[src/rtl/alu_pkg.sv]
package alu_pkg;

    typedef enum logic [3:0] {
        OP_NONE = 4'd0,
        OP_SET  = 4'd1,
        OP_ADD  = 4'd2,
        OP_SUB  = 4'd3,
        OP_MUL  = 4'd4,
        OP_DIV  = 4'd5,
        OP_MOD  = 4'd6,
        OP_SHL  = 4'd7,
        OP_SHR  = 4'd8,
        OP_AND  = 4'd9,
        OP_BOR  = 4'd10,
        OP_XOR  = 4'd11
    } op_e;

    typedef enum logic [1:0] {
        UNIT_LOGIC = 2'd0,
        UNIT_ARITH = 2'd1,
        UNIT_DIV   = 2'd2,
        UNIT_SHIFT = 2'd3
    } unit_e;

    typedef struct packed {
        logic       known;
        unit_e      unit;
        logic       ovf_load;
        logic [1:0] cost;
    } op_info_t;

    function automatic op_info_t decode_op(input logic [3:0] code);
        op_info_t info;
        info = '{known: 1'b1, unit: UNIT_LOGIC, ovf_load: 1'b0, cost: 2'd1};
        case (code)
            OP_SET, OP_AND, OP_BOR, OP_XOR: ;
            OP_ADD, OP_SUB, OP_MUL: begin
                info.unit = UNIT_ARITH; info.ovf_load = 1'b1; info.cost = 2'd2;
            end
            OP_DIV: begin
                info.unit = UNIT_DIV; info.ovf_load = 1'b1; info.cost = 2'd3;
            end
            OP_MOD: begin
                info.unit = UNIT_DIV; info.cost = 2'd3;
            end
            OP_SHL, OP_SHR: begin
                info.unit = UNIT_SHIFT; info.ovf_load = 1'b1; info.cost = 2'd2;
            end
            default: begin
                info.known = 1'b0; info.cost = 2'd0;
            end
        endcase
        return info;
    endfunction

endpackage

[src/rtl/alu_logic_unit.sv]
module alu_logic_unit
    import alu_pkg::*;
#(
    parameter int W = 16
) (
    input  logic [3:0]   op,
    input  logic [W-1:0] a,
    input  logic [W-1:0] b,
    output logic [W-1:0] res
);
    always_comb begin
        case (op)
            OP_AND:  res = a & b;
            OP_BOR:  res = a | b;
            OP_XOR:  res = a ^ b;
            default: res = b;
        endcase
    end
endmodule

[src/rtl/alu_arith_unit.sv]
module alu_arith_unit
    import alu_pkg::*;
#(
    parameter int W = 16
) (
    input  logic [3:0]   op,
    input  logic [W-1:0] a,
    input  logic [W-1:0] b,
    output logic [W-1:0] res,
    output logic [W-1:0] ovf
);
    localparam int PW = 2 * W;

    logic [W:0]    sum;
    logic [W:0]    diff;
    logic [PW-1:0] prod;

    assign sum  = {1'b0, a} + {1'b0, b};
    assign diff = {1'b0, a} - {1'b0, b};
    assign prod = PW'(a) * PW'(b);

    always_comb begin
        case (op)
            OP_ADD: begin
                res = sum[W-1:0];
                ovf = W'(sum[W]);
            end
            OP_SUB: begin
                res = diff[W-1:0];
                ovf = {W{diff[W]}};
            end
            default: begin
                res = prod[W-1:0];
                ovf = prod[PW-1:W];
            end
        endcase
    end
endmodule

[src/rtl/alu_div_unit.sv]
module alu_div_unit #(
    parameter int W = 16
) (
    input  logic [W-1:0] a,
    input  logic [W-1:0] b,
    output logic [W-1:0] quo,
    output logic [W-1:0] frac,
    output logic [W-1:0] rem
);
    localparam int STEPS = 2 * W;

    logic [STEPS-1:0]      dividend;
    logic [STEPS-1:0]      qbits;
    logic [STEPS:0][W:0]   part;
    logic                  zero_div;

    assign dividend = {a, {W{1'b0}}};
    assign part[0]  = '0;
    assign zero_div = (b == '0);

    for (genvar s = 0; s < STEPS; s++) begin : g_step
        logic [W:0] trial;
        logic       fits;
        assign trial = {part[s][W-1:0], dividend[STEPS-1-s]};
        assign fits  = (trial >= {1'b0, b});
        assign qbits[STEPS-1-s] = fits;
        assign part[s+1] = fits ? (trial - {1'b0, b}) : trial;
    end

    assign quo  = zero_div ? '0 : qbits[STEPS-1:W];
    assign frac = zero_div ? '0 : qbits[W-1:0];
    assign rem  = zero_div ? '0 : part[W][W-1:0];
endmodule

[src/rtl/alu_shift_unit.sv]
module alu_shift_unit
    import alu_pkg::*;
#(
    parameter int W = 16
) (
    input  logic [3:0]   op,
    input  logic [W-1:0] a,
    input  logic [W-1:0] b,
    output logic [W-1:0] res,
    output logic [W-1:0] ovf
);
    localparam int PW = 2 * W;

    logic [PW-1:0] up;
    logic [PW-1:0] down;

    assign up   = {{W{1'b0}}, a} << b;
    assign down = {a, {W{1'b0}}} >> b;

    always_comb begin
        if (op == OP_SHL) begin
            res = up[W-1:0];
            ovf = up[PW-1:W];
        end else begin
            res = down[PW-1:W];
            ovf = down[W-1:0];
        end
    end
endmodule

[src/rtl/ovf_alu.sv]
module ovf_alu
    import alu_pkg::*;
#(
    parameter int W = 16
) (
    input  logic         clk,
    input  logic         rst,
    input  logic         exec_en,
    input  logic [3:0]   opcode,
    input  logic [W-1:0] opd_a,
    input  logic [W-1:0] opd_b,
    input  logic         dst_is_lit,
    output logic [W-1:0] result,
    output logic         result_we,
    output logic [1:0]   cycles,
    output logic [W-1:0] ovf_q
);
    op_info_t     info;
    logic [W-1:0] logic_res;
    logic [W-1:0] arith_res, arith_ovf;
    logic [W-1:0] div_quo, div_frac, div_rem;
    logic [W-1:0] shift_res, shift_ovf;
    logic [W-1:0] ovf_next;

    assign info = decode_op(opcode);

    alu_logic_unit #(.W(W)) u_logic (
        .op(opcode), .a(opd_a), .b(opd_b), .res(logic_res)
    );

    alu_arith_unit #(.W(W)) u_arith (
        .op(opcode), .a(opd_a), .b(opd_b), .res(arith_res), .ovf(arith_ovf)
    );

    alu_div_unit #(.W(W)) u_div (
        .a(opd_a), .b(opd_b), .quo(div_quo), .frac(div_frac), .rem(div_rem)
    );

    alu_shift_unit #(.W(W)) u_shift (
        .op(opcode), .a(opd_a), .b(opd_b), .res(shift_res), .ovf(shift_ovf)
    );

    always_comb begin
        case (info.unit)
            UNIT_ARITH: begin
                result   = arith_res;
                ovf_next = arith_ovf;
            end
            UNIT_DIV: begin
                result   = (opcode == OP_MOD) ? div_rem : div_quo;
                ovf_next = div_frac;
            end
            UNIT_SHIFT: begin
                result   = shift_res;
                ovf_next = shift_ovf;
            end
            default: begin
                result   = logic_res;
                ovf_next = ovf_q;
            end
        endcase
    end

    assign result_we = exec_en && info.known && !dst_is_lit;
    assign cycles    = info.cost;

    always_ff @(posedge clk) begin
        if (rst) begin
            ovf_q <= '0;
        end else if (exec_en && info.ovf_load) begin
            ovf_q <= ovf_next;
        end
    end
endmodule

[config.mk]
export PLATFORM = sky130hd
export DESIGN_NAME = ovf_alu
export DESIGN_NICKNAME = d
export VERILOG_FILES = /design/src/rtl/alu_pkg.sv /design/src/rtl/alu_logic_unit.sv /design/src/rtl/alu_arith_unit.sv /design/src/rtl/alu_div_unit.sv /design/src/rtl/alu_shift_unit.sv /design/src/rtl/ovf_alu.sv
export SDC_FILE = /design/constraint.sdc
export NUM_CORES = 2
export LEC_CHECK = 0
export CORE_MARGIN = 5
export CORE_UTILIZATION = 55
export DETAILED_ROUTE_END_ITERATION = 12
export GPL_ROUTABILITY_DRIVEN = 0
export PLACE_DENSITY = 0.77
export RECOVER_POWER = 25
export SYNTH_ARGS = -nofsm -noshare
export SYNTH_HDL_FRONTEND = slang
export SYNTH_SLANG_ARGS = --single-unit
[constraint.sdc]
create_clock -name clk -period 184.8 [get_ports clk]
set_clock_uncertainty 0.15 [all_clocks]
set_input_delay 55.44 -clock clk [delete_from_list [all_inputs] [get_ports clk]]
set_output_delay 55.44 -clock clk [all_outputs]
set_load 0.01 [all_outputs]
==> flow_metrics.tcl <==
set metrics [dict create \
    area_growth_pct 4.67 \
    cts_setup_buffers 0 \
    period_share 0.945 \
    cts_sinks 16 \
    via_per_inst 6.58 \
    hold_viol_final 0 \
    wirelength_mm 142 \
    synth_seq_cells 16 \
    fin_nets 6427 \
    grt_remaining_overflow 0 \
    cts-root-buf "clkbuf_16" \
    largest_register_ff_count 16 \
    synth.cell_area_um2 40700 \
    max-slew-margin-rel 0.184 \
    min_path_type "reg2reg" \
    multiInputGateArea_um2 37600 \
    port_buffers 74 \
    grt_util_all_layers 0.337 \
    seq_area_um2 320 \
    top_usage_layer "met2" \
    period_minus_slack_ps 174630 \
    cts_buffer_depth 2 \
    tightest_slew_ps 1220 \
    dp_hpwl_mm 108 \
    regMostFlops "ovf_q" \
    numCtsBuffers 3 \
    cp_slowest_cell "or3_1" \
    syn_area_per_cell_um2 7.31 \
    postLayoutCellArea_um2 42600 \
    cp.required_ps 184790 \
    grt_max_degree 72 \
    fmax_ghz 0.00573 \
    yosysWarningCount 0 \
    crit_path_start_kind "input port" \
    setup_viol 0 \
    clk_pin_slew_ps 60 \
    grt_use_met2 0.530 \
    worstSkewPairLatency_ps 250 \
    postSynthNetCount 6467 \
    drt-initial-drc-count 4653 \
    synthCells 5567 \
    drc_errors 0 \
    grt_pass1_wl_mm 218 \
    drtAntennaViolNets 0 \
    ys.flop_type "dfxtp_1" \
    cpPeakStageDelay_ps 720 \
    crit_fanout 42 \
    vias 42700 \
    nFillCells 6758 \
    place_area_um2 42500 \
    cp.arrival_ps 174630 \
    rows 99 \
    cts.htree.levels 1 \
    cts_tree "done" \
    firstDrtPassIters 7 \
    path_class "in2reg" \
    start_util 0.556 \
    wl_per_cell_um 21.8 \
    die_h_um 282 \
    die_w_um 282 \
    finalSetupTns_ps 0 \
    core_um2 73200 \
    first_global_vias 40500 \
    synth-edff-count 0 \
    crit_path_frequent_cell "o21ai_0" \
    ys_types 111 \
    ctsResizeCount 0 \
    die_area_um2 79500 \
    synthArstFlopShare 0 \
    reg.largest.list "ovf_q (16)" \
    r2r_slack_ps 183410 \
    antenna_found_initial 7 \
    postCtsHoldBufs 0 \
    grt_use_met3 0.0682 \
    rsz0062_at_grt "false" \
    fin_cells 6489 \
    grtUsageMet1 0.432 \
    seq_area_frac_synth 0.00787 \
    final_util 0.582 \
    drv_slew 0 \
    placed_cells 6480 \
    max_cap_violations 0 \
    drive_above_1_share 0.0816 \
    outcome "finished clean" \
    ios 75 \
    endpoint_kind "flop" \
]
==> routing by layer <==
layer / wire, um / vias up
li1: - / 19800
met1: 54900 / 19700
met2: 60200 / 2485
met3: 16300 / 642
met4: 10300 / 6
met5: 32 / -
==> final timing paths <==
| check | cells after the start | end | start |
|---|---|---|---|
| setup / recovery | 571 | ovf_q[0] | opd_a[15] |
| setup reg to reg | 5 | ovf_q[0] | ovf_q[0] |
| hold reg to reg | 2 | ovf_q[4] | ovf_q[4] |
| hold / removal | 2 | ovf_q[4] | ovf_q[4] |
==> synthesized netlist by cell type, types with 13 or more instances <==
library cell,instances,area share
mux2_2,238,0.066
nand2_1,498,0.046
o211ai_1,36,0.0066
and2_1,54,0.0083
mux2i_1,104,0.026
clkbuf_1,154,0.014
o21bai_1,36,0.0066
a221oi_1,13,0.0028
nor4_1,31,0.0048
o31ai_1,20,0.0037
xor2_1,170,0.037
o221ai_1,30,0.0065
o21ai_0,392,0.048
nor2b_1,87,0.013
nor2_1,503,0.046
nor3_1,94,0.012
a221o_1,20,0.0049
or3_1,22,0.0034
fa_1,212,0.10
dfxtp_1,16,0.0079
a21oi_1,423,0.052
a21o_1,194,0.036
or2_2,14,0.0022
nand4_1,98,0.015
a21boi_0,43,0.0079
and3_1,24,0.0037
ha_1,648,0.20
nand3_1,72,0.0089
o22ai_1,33,0.0051
o21a_1,42,0.0077
a211oi_1,63,0.012
a22oi_1,33,0.0061
buf_1,23,0.0021
inv_1,529,0.049
nand2b_1,70,0.011
a211o_1,15,0.0032
a31oi_1,35,0.0054
o31a_1,15,0.0032
xnor2_1,200,0.043
==> metrics by stage <==
| step | worst slack [ps] | hold slack (ps) |
|---|---|---|
| after global routing | 244 | 366 |
| after global placement | 13490 | 318 |
| after floorplan | 19460 | 378 |
| after CTS | 9400 | 350 |
| after detailed placement | 9720 | 336 |
| final | 10170 | 339 |
==> layout make-up <==
class | count | share of cell area
antenna | 4 | 0.000235
inverter | 539 | 0.0475
multi-input combinational | 4814 | 0.883
clock buffer | 4 | 0.00209
sequential | 16 | 0.00752
tap | 959 | 0.0282
timing repair buffer | 153 | 0.0314
==> worst max-delay path, delay by kind of cell <==
family,cells,cell delay [ps]
adders and majority gates,33,10180
buffers and inverters,26,3540
muxes,13,4880
xor gates and xnor gates,1,110
AOI/OAI and AO/OA,367,75870
and+or+nand+nor,131,24470
==> cells by family (layout without fill, tap and decap cells) <==
logic type / count (synthesis) / after routing / synth area share
xor+xnor: 370 / 370 / 0.0796
flops: 16 / 16 / 0.00787
mux: 365 / 365 / 0.0991
simple gates: 1619 / 1620 / 0.185
buf+inv: 738 / 696 / 0.0699
fa+ha+maj: 860 / 860 / 0.303
compound gates: 1599 / 1599 / 0.255
other cells: 0 / 4 / 0
==> cells in the final DEF, fill, tap and decap left out, types with 41 or more instances in the layout <==
cell             netlist  final
mux2_2               238    238
nand4_1               98     98
a21oi_1              423    422
o21ai_0              392    391
fa_1                 212    212
clkdlybuf4s50_1        0     57
nor2b_1               87     86
xnor2_1              200    200
inv_1                529    516
nand2b_1              70     69
nand2_1              498    498
a21boi_0              43     43
nand3_1               72     72
a211oi_1              63     62
and2_1                54     54
a21o_1               194    194
buf_4                  4     79
ha_1                 648    648
mux2i_1              104    103
o21a_1                42     41
nor3_1                94     93
nor2_1               503    500
xor2_1               170    170
Power is not shown: default switching activity piles up to over one toggle a cycle in this logic, so the estimate is an artifact.
